`src/rtl/bkpt_pkg.sv`:
```
package bkpt_pkg;
    localparam int ASID_W = 8;
    localparam int REG_W  = 32;
    localparam int RA_W   = 4;

    typedef enum logic [1:0] {KIND_OFF, KIND_FETCH, KIND_DATA, KIND_ANY} kind_e;
    typedef enum logic [1:0] {DIR_ANY, DIR_READ, DIR_WRITE, DIR_EITHER} dir_e;

    typedef struct packed {
        logic [ASID_W-1:0] asid;
        logic              data_en;
        logic              asid_en;
        logic [1:0]        size;
        dir_e              dir;
        kind_e             kind;
    } cond_t;

    localparam int COND_W = $bits(cond_t);

    localparam logic [RA_W-1:0] RX_A_ADDR = 4'd0;
    localparam logic [RA_W-1:0] RX_A_MASK = 4'd1;
    localparam logic [RA_W-1:0] RX_A_COND = 4'd2;
    localparam logic [RA_W-1:0] RX_B_ADDR = 4'd3;
    localparam logic [RA_W-1:0] RX_B_MASK = 4'd4;
    localparam logic [RA_W-1:0] RX_B_COND = 4'd5;
    localparam logic [RA_W-1:0] RX_B_DATA = 4'd6;
    localparam logic [RA_W-1:0] RX_B_DMSK = 4'd7;
    localparam logic [RA_W-1:0] RX_CTRL   = 4'd8;
    localparam logic [RA_W-1:0] RX_COUNT  = 4'd9;
    localparam logic [RA_W-1:0] RX_STAT   = 4'd10;

    typedef enum logic {SQ_IDLE, SQ_ARMED} seq_e;
endpackage

```
`src/rtl/bkpt_chan.sv`:
```
module bkpt_chan
    import bkpt_pkg::*;
#(
    parameter int AW       = 32,
    parameter int DW       = 32,
    parameter bit HAS_DATA = 1'b0
) (
    input  logic              bus_valid,
    input  logic              bus_fetch,
    input  logic              bus_write,
    input  logic [1:0]        bus_size,
    input  logic [AW-1:0]     bus_addr,
    input  logic [ASID_W-1:0] bus_asid,
    input  logic [DW-1:0]     bus_data,
    input  logic [AW-1:0]     cmp_addr,
    input  logic [AW-1:0]     cmp_mask,
    input  cond_t             cond,
    input  logic [DW-1:0]     cmp_data,
    input  logic [DW-1:0]     data_mask,
    output logic              hit
);
    logic kind_ok, dir_ok, size_ok, asid_ok, addr_ok, data_ok;

    always_comb begin
        unique case (cond.kind)
            KIND_OFF:   kind_ok = 1'b0;
            KIND_FETCH: kind_ok = bus_fetch;
            KIND_DATA:  kind_ok = !bus_fetch;
            KIND_ANY:   kind_ok = 1'b1;
        endcase
        unique case (cond.dir)
            DIR_READ:  dir_ok = !bus_write;
            DIR_WRITE: dir_ok = bus_write;
            DIR_ANY,
            DIR_EITHER: dir_ok = 1'b1;
        endcase
        size_ok = (cond.size == 2'd0) || (cond.size == 2'(bus_size + 2'd1));
        asid_ok = !cond.asid_en || (cond.asid == bus_asid);
        addr_ok = ((bus_addr ^ cmp_addr) & ~cmp_mask) == '0;
        data_ok = HAS_DATA ? (!cond.data_en || (((bus_data ^ cmp_data) & ~data_mask) == '0))
                           : 1'b1;
        hit = bus_valid && kind_ok && dir_ok && size_ok && asid_ok && addr_ok && data_ok;
    end

    always_comb begin
        if (hit) begin
            AST_OFF_NEVER_HITS: assert (cond.kind != KIND_OFF);
        end
    end
endmodule

```
`src/rtl/bkpt_regs.sv`:
```
module bkpt_regs
    import bkpt_pkg::*;
#(
    parameter int AW = 32,
    parameter int DW = 32,
    parameter int CW = 16
) (
    input  logic             clk,
    input  logic             rst_n,
    input  logic             reg_we,
    input  logic [RA_W-1:0]  reg_addr,
    input  logic [REG_W-1:0] reg_wdata,
    output logic [REG_W-1:0] reg_rdata,
    input  logic             hit_a,
    input  logic             hit_b,
    input  logic [CW-1:0]    cnt_q,
    output logic [AW-1:0]    a_addr,
    output logic [AW-1:0]    a_mask,
    output cond_t            a_cond,
    output logic [AW-1:0]    b_addr,
    output logic [AW-1:0]    b_mask,
    output cond_t            b_cond,
    output logic [DW-1:0]    b_data,
    output logic [DW-1:0]    b_dmsk,
    output logic             seq_mode,
    output logic             cnt_en,
    output logic             ctrl_wr,
    output logic             cnt_load,
    output logic [CW-1:0]    cnt_wval
);
    logic [1:0] ctrl_q;
    logic [1:0] stat_q;

    assign seq_mode = ctrl_q[0];
    assign cnt_en   = ctrl_q[1];
    assign ctrl_wr  = reg_we && (reg_addr == RX_CTRL);
    assign cnt_load = reg_we && (reg_addr == RX_COUNT);
    assign cnt_wval = reg_wdata[CW-1:0];

    always_ff @(posedge clk or negedge rst_n) begin
        if (!rst_n) begin
            a_addr <= '0;
            a_mask <= '0;
            a_cond <= '0;
            b_addr <= '0;
            b_mask <= '0;
            b_cond <= '0;
            b_data <= '0;
            b_dmsk <= '0;
            ctrl_q <= '0;
        end else if (reg_we) begin
            unique case (reg_addr)
                RX_A_ADDR: a_addr <= reg_wdata[AW-1:0];
                RX_A_MASK: a_mask <= reg_wdata[AW-1:0];
                RX_A_COND: a_cond <= cond_t'(reg_wdata[COND_W-1:0]);
                RX_B_ADDR: b_addr <= reg_wdata[AW-1:0];
                RX_B_MASK: b_mask <= reg_wdata[AW-1:0];
                RX_B_COND: b_cond <= cond_t'(reg_wdata[COND_W-1:0]);
                RX_B_DATA: b_data <= reg_wdata[DW-1:0];
                RX_B_DMSK: b_dmsk <= reg_wdata[DW-1:0];
                RX_CTRL:   ctrl_q <= reg_wdata[1:0];
                default: ;
            endcase
        end
    end

    always_ff @(posedge clk or negedge rst_n) begin
        if (!rst_n) begin
            stat_q <= '0;
        end else begin
            for (int i = 0; i < 2; i++) begin
                if ((i == 0) ? hit_a : hit_b) begin
                    stat_q[i] <= 1'b1;
                end else if (reg_we && (reg_addr == RX_STAT) && reg_wdata[i]) begin
                    stat_q[i] <= 1'b0;
                end
            end
        end
    end

    always_comb begin
        reg_rdata = '0;
        unique case (reg_addr)
            RX_A_ADDR: reg_rdata[AW-1:0]     = a_addr;
            RX_A_MASK: reg_rdata[AW-1:0]     = a_mask;
            RX_A_COND: reg_rdata[COND_W-1:0] = a_cond;
            RX_B_ADDR: reg_rdata[AW-1:0]     = b_addr;
            RX_B_MASK: reg_rdata[AW-1:0]     = b_mask;
            RX_B_COND: reg_rdata[COND_W-1:0] = b_cond;
            RX_B_DATA: reg_rdata[DW-1:0]     = b_data;
            RX_B_DMSK: reg_rdata[DW-1:0]     = b_dmsk;
            RX_CTRL:   reg_rdata[1:0]        = ctrl_q;
            RX_COUNT:  reg_rdata[CW-1:0]     = cnt_q;
            RX_STAT:   reg_rdata[1:0]        = stat_q;
            default: ;
        endcase
    end

    AST_STICKY_A: assert property (@(posedge clk) disable iff (!rst_n)
        hit_a |=> stat_q[0]);
    AST_STICKY_B: assert property (@(posedge clk) disable iff (!rst_n)
        hit_b |=> stat_q[1]);
    AST_STAT_HOLD: assert property (@(posedge clk) disable iff (!rst_n)
        (!hit_a && !hit_b && !(reg_we && reg_addr == RX_STAT)) |=> $stable(stat_q));
endmodule

```
`src/rtl/bkpt_seq.sv`:
```
module bkpt_seq
    import bkpt_pkg::*;
#(
    parameter int CW = 16
) (
    input  logic          clk,
    input  logic          rst_n,
    input  logic          seq_mode,
    input  logic          cnt_en,
    input  logic          hit_a,
    input  logic          hit_b,
    input  logic          ctrl_wr,
    input  logic          cnt_load,
    input  logic [CW-1:0] cnt_wval,
    output logic          brk_req,
    output logic [CW-1:0] cnt_q
);
    seq_e    state_q, state_d;
    logic    b_qual, brk_a, brk_b;
    logic    cnt_step;

    always_ff @(posedge clk or negedge rst_n) begin
        if (!rst_n) begin
            state_q <= SQ_IDLE;
        end else begin
            state_q <= state_d;
        end
    end

    always_comb begin
        b_qual   = hit_b && (!seq_mode || (state_q == SQ_ARMED));
        brk_a    = hit_a && !seq_mode;
        brk_b    = b_qual && (!cnt_en || (cnt_q == CW'(1)));
        cnt_step = cnt_en && b_qual && (cnt_q != '0);
        brk_req  = brk_a || brk_b;
    end

    always_comb begin
        state_d = state_q;
        unique case (state_q)
            SQ_IDLE:  if (seq_mode && hit_a) state_d = SQ_ARMED;
            SQ_ARMED: if (brk_b || !seq_mode) state_d = SQ_IDLE;
        endcase
        if (ctrl_wr) state_d = SQ_IDLE;
    end

    always_ff @(posedge clk or negedge rst_n) begin
        if (!rst_n) begin
            cnt_q <= '0;
        end else if (cnt_load) begin
            cnt_q <= cnt_wval;
        end else if (cnt_step) begin
            cnt_q <= cnt_q - CW'(1);
        end
    end

    AST_ARM_FROM_A: assert property (@(posedge clk) disable iff (!rst_n)
        (state_q == SQ_ARMED && $past(state_q) == SQ_IDLE) |-> $past(hit_a));
    AST_SEQ_BRK_ARMED: assert property (@(posedge clk) disable iff (!rst_n)
        (seq_mode && brk_req) |-> (state_q == SQ_ARMED && hit_b));
    AST_CNT_STEP: assert property (@(posedge clk) disable iff (!rst_n)
        (cnt_en && b_qual && !cnt_load && cnt_q != '0) |=> (cnt_q == CW'($past(cnt_q) - 1'b1)));
    AST_CNT_HOLD: assert property (@(posedge clk) disable iff (!rst_n)
        (!cnt_load && !(cnt_en && hit_b)) |=> $stable(cnt_q));
endmodule

```
`src/rtl/bkpt_unit.sv`:
```
module bkpt_unit
    import bkpt_pkg::*;
#(
    parameter int AW = 32,
    parameter int DW = 32,
    parameter int CW = 16
) (
    input  logic              clk,
    input  logic              rst_n,
    input  logic              bus_valid,
    input  logic              bus_fetch,
    input  logic              bus_write,
    input  logic [1:0]        bus_size,
    input  logic [AW-1:0]     bus_addr,
    input  logic [ASID_W-1:0] bus_asid,
    input  logic [DW-1:0]     bus_data,
    input  logic              reg_we,
    input  logic [RA_W-1:0]   reg_addr,
    input  logic [REG_W-1:0]  reg_wdata,
    output logic [REG_W-1:0]  reg_rdata,
    output logic              match_a,
    output logic              match_b,
    output logic              brk_req
);
    logic [AW-1:0] a_addr, a_mask, b_addr, b_mask;
    logic [DW-1:0] b_data, b_dmsk;
    cond_t         a_cond, b_cond;
    logic          seq_mode, cnt_en, ctrl_wr, cnt_load;
    logic [CW-1:0] cnt_wval, cnt_q;
    logic          hit_a, hit_b;

    bkpt_regs #(.AW(AW), .DW(DW), .CW(CW)) u_regs (
        .clk(clk), .rst_n(rst_n),
        .reg_we(reg_we), .reg_addr(reg_addr), .reg_wdata(reg_wdata), .reg_rdata(reg_rdata),
        .hit_a(hit_a), .hit_b(hit_b), .cnt_q(cnt_q),
        .a_addr(a_addr), .a_mask(a_mask), .a_cond(a_cond),
        .b_addr(b_addr), .b_mask(b_mask), .b_cond(b_cond),
        .b_data(b_data), .b_dmsk(b_dmsk),
        .seq_mode(seq_mode), .cnt_en(cnt_en), .ctrl_wr(ctrl_wr),
        .cnt_load(cnt_load), .cnt_wval(cnt_wval)
    );

    bkpt_chan #(.AW(AW), .DW(DW), .HAS_DATA(1'b0)) u_chan_a (
        .bus_valid(bus_valid), .bus_fetch(bus_fetch), .bus_write(bus_write),
        .bus_size(bus_size), .bus_addr(bus_addr), .bus_asid(bus_asid), .bus_data(bus_data),
        .cmp_addr(a_addr), .cmp_mask(a_mask), .cond(a_cond),
        .cmp_data('0), .data_mask('0), .hit(hit_a)
    );

    bkpt_chan #(.AW(AW), .DW(DW), .HAS_DATA(1'b1)) u_chan_b (
        .bus_valid(bus_valid), .bus_fetch(bus_fetch), .bus_write(bus_write),
        .bus_size(bus_size), .bus_addr(bus_addr), .bus_asid(bus_asid), .bus_data(bus_data),
        .cmp_addr(b_addr), .cmp_mask(b_mask), .cond(b_cond),
        .cmp_data(b_data), .data_mask(b_dmsk), .hit(hit_b)
    );

    bkpt_seq #(.CW(CW)) u_seq (
        .clk(clk), .rst_n(rst_n),
        .seq_mode(seq_mode), .cnt_en(cnt_en),
        .hit_a(hit_a), .hit_b(hit_b),
        .ctrl_wr(ctrl_wr), .cnt_load(cnt_load), .cnt_wval(cnt_wval),
        .brk_req(brk_req), .cnt_q(cnt_q)
    );

    assign match_a = hit_a;
    assign match_b = hit_b;

    AST_BRK_HAS_HIT: assert property (@(posedge clk) disable iff (!rst_n)
        brk_req |-> (match_a || match_b));
    AST_NO_HIT_IDLE: assert property (@(posedge clk) disable iff (!rst_n)
        !bus_valid |-> (!match_a && !match_b && !brk_req));
endmodule

```
`config.mk`:
```
export PLATFORM = sky130hd
export DESIGN_NAME = bkpt_unit
export DESIGN_NICKNAME = d
export VERILOG_FILES = /design/src/rtl/bkpt_pkg.sv /design/src/rtl/bkpt_chan.sv /design/src/rtl/bkpt_regs.sv /design/src/rtl/bkpt_seq.sv /design/src/rtl/bkpt_unit.sv
export SDC_FILE = /design/constraint.sdc
export NUM_CORES = 1
export LEC_CHECK = 0
export ABC_AREA = 1
export BUFFER_PORTS_ARGS = -buffer_cell sky130_fd_sc_hd__buf_2
export CORE_UTILIZATION = 56
export CTS_BUF_LIST = sky130_fd_sc_hd__clkbuf_8
export CTS_CLUSTER_DIAMETER = 30
export CTS_CLUSTER_SIZE = 20
export DETAILED_ROUTE_END_ITERATION = 10
export PLACE_DENSITY = 0.86
export SLEW_MARGIN = 10
export SYNTH_ARGS = -nofsm -noshare
export SYNTH_HDL_FRONTEND = slang
export SYNTH_HIERARCHICAL = 1
export SYNTH_SLANG_ARGS = --single-unit
export TNS_END_PERCENT = 1
```
`constraint.sdc`:
```
create_clock -name clk -period 2.36 [get_ports clk]
set_clock_uncertainty 0.2 [all_clocks]
set_input_delay 0.354 -clock clk [delete_from_list [all_inputs] [get_ports clk]]
set_output_delay 0.354 -clock clk [all_outputs]
set_load 0.05 [all_outputs]
```
==> run metrics <==
Synth Warn # 6; Final Hold Viols 0; crit start category register; Post-Syn Instances 2096; Slew @ Worst Pin 552 ps; initial DRC count 2002; DR WL/cell 17.1 µm; final WL 48400 µm; Critical Path Sink Type output port; power per cell area 829 nW/µm²; status complete, but fails checks; Logic pwr share 0.270; Mapped Area 14500 µm²; Num CTS Buffers 59; CTS clk-pin slew, worst paths 50 ps; CTS Buffer Depth 3; Avg Vias per Cell 5.62; # nets final 2569; Net Sw Frac 0.350; failing checks setup timing; CP max FO 3; Port Buffer Count 150; root buffer cell clkbuf_8; Post-Syn Area per Cell 6.93 µm²; clk_lat worst skew 620 ps; Antenna Nets Post-Route 0; Slew HR 0.630; Total GRT Usage 0.362; Worst Hold Class input port to async pin; Cell Rows 58; placed inst area 16800 µm²; total grt overflow 0; max cap viols 0; clk sinks 245; Final Cycle Share 1.43; Period minus WS final 3380 ps; IO Pins 151; Core Util, Final 0.740; Max Slew Vio Count 0; P_sw 0.00544 W; Final WS setup -1020 ps; number of global-route vias before repair 15407; Pint 0.0101 W; DRT Pass-1 Iters 8; Clk pwr share 0.356; die span in y 163 µm; CTS tree yes; first-pass GRT wire length 75800 µm; gpl congestion 0.950; Layout area overhead 29.0%; core area 25300 µm²; Reg power frac 0.375; Setup Viol. Count Final 23; DRC 0; Arr. time, crit path 2830 ps; P_leak 10.0 nW; share of cells above drive strength 1 0.222; Design Area, Final 18700 µm²; Post-Syn Nets 2218; largest net degree at the start of global routing 69; worst endpoint required time 1810 ps; Crit Path Category register to output port; initial antenna violation count 5; H-Tree Depth 2; RSZ-0062 raised after global routing yes; HPWL Detailed 32400 µm; Die X 163 µm; worst IR drop on VDD 0.000594 V; Die Footprint 26600 µm²; starting density of the core 0.573; Max Fclk 296 MHz; total number of vias 15889
power by group through the flow:
stage | logic, W | clock network [W] | registers (W)
floorplan | 0.00225 | 0 | 0.00572
global placement | 0.00372 | 0 | 0.00578
detailed placement | 0.00389 | 0 | 0.00584
CTS | 0.00404 | 0.00555 | 0.00579
global route | 0.00458 | 0.00575 | 0.00593
finish | 0.00419 | 0.00553 | 0.00582
worst max-delay path, stage by stage, from the launching register on:
cell,delay [ps]
dfrtp_1,430
inv_1,80
ha_1,270
nor2_1,40
nand2_1,70
nand3_2,110
nor2_1,110
nand2_1,90
a21oi_4,190
nand3_2,140
nor2_4,140
a21boi_4,210
nand2_2,100
o21ai_4,70
buf_6,170
metal layers:
| layer | vias up | wire, µm | track usage |
|---|---|---|---|
| met5 | - | 36 | 0 |
| met4 | 6 | 2340 | 0.189 |
| met3 | 218 | 5240 | 0.0828 |
| met2 | 1085 | 23000 | 0.600 |
| met1 | 7295 | 17800 | 0.439 |
| li1 | 7285 | - | - |
timing repair:
| action | CTS | global route |
|---|---|---|
| endpoints found under the hold margin | 358 | 0 |
| gates resized for setup | 31 | 23 |
| pin swaps | 7 | 4 |
| hold buffers | 33 | 0 |
| endpoints found under the setup margin | 25 | 41 |
| setup buffers | 4 | 1 |
per-stage QoR:
stage | hold WS [ps] | power (W) | std cells | TNS (ps) | setup WS (ps)
finish | 80.5 | 0.0155 | 2828 | -10510 | -1020
global route | 119 | 0.0163 | 2827 | -12220 | -1080
CTS | 97.7 | 0.0154 | 2825 | -8270 | -944
detailed placement | 119 | 0.00973 | 2678 | -6580 | -501
global placement | 118 | 0.00949 | 2678 | -5090 | -453
floorplan | -142 | 0.00797 | 2096 | -1980 | -158
cell type report:
class | instances | area (µm²)
tap | 330 | 413
antenna | 2 | 5.00
multi-input combinational | 1524 | 7060
fill | 1742 | 6590
clock buffer | 68 | 936
inverter | 234 | 881
clock inverter | 42 | 388
sequential | 245 | 6130
timing repair buffer | 383 | 2920
state kept, by name (all words and copies together) (netlist names), 32 cells and up:
signal         flops
u_regs/a_addr     32
u_regs/a_mask     32
u_regs/b_addr     32
u_regs/b_data     32
u_regs/b_dmsk     32
u_regs/b_mask     32
path summary, 6_finish.rpt:
path | startpoint | to | slack [ps] | cells past startpoint
max in group asynchronous | rst_n | u_regs/b_dmsk[25]$_DFFE_PN0P_ | 1100 | 3
max reg2reg | u_regs/b_cond[2]$_DFFE_PN0P_ | u_seq/cnt_q[12]$_DFFE_PN0P_ | -570 | 20
min reg2reg | u_regs/stat_q[0]$_DFFE_PN0P_ | u_regs/stat_q[0]$_DFFE_PN0P_ | 290 | 1
max | u_regs/b_cond[2]$_DFFE_PN0P_ | brk_req | -1020 | 14
min | rst_n | u_seq/cnt_q[15]$_DFFE_PN0P_ | 80 | 2
min in group clk | reg_we | u_regs/stat_q[0]$_DFFE_PN0P_ | 140 | 4
cells in the final DEF, fill, tap and decap left out, drive strengths merged, types with 2 or more instances in the layout:
master / n
nand2: 805
buf: 347
o21ai: 276
dfrtp: 245
inv: 241
nor2: 178
nand3: 141
clkbuf: 71
a21oi: 35
dlygate4sd3: 33
nand3b: 24
or2: 20
xnor2: 17
clkinvlp: 15
clkinv: 15
o21bai: 10
ha: 6
bufinv: 5
nand4: 3
a21boi: 3
diode: 2
a21o: 2
Note: power is estimated with default switching activity, not from simulation.
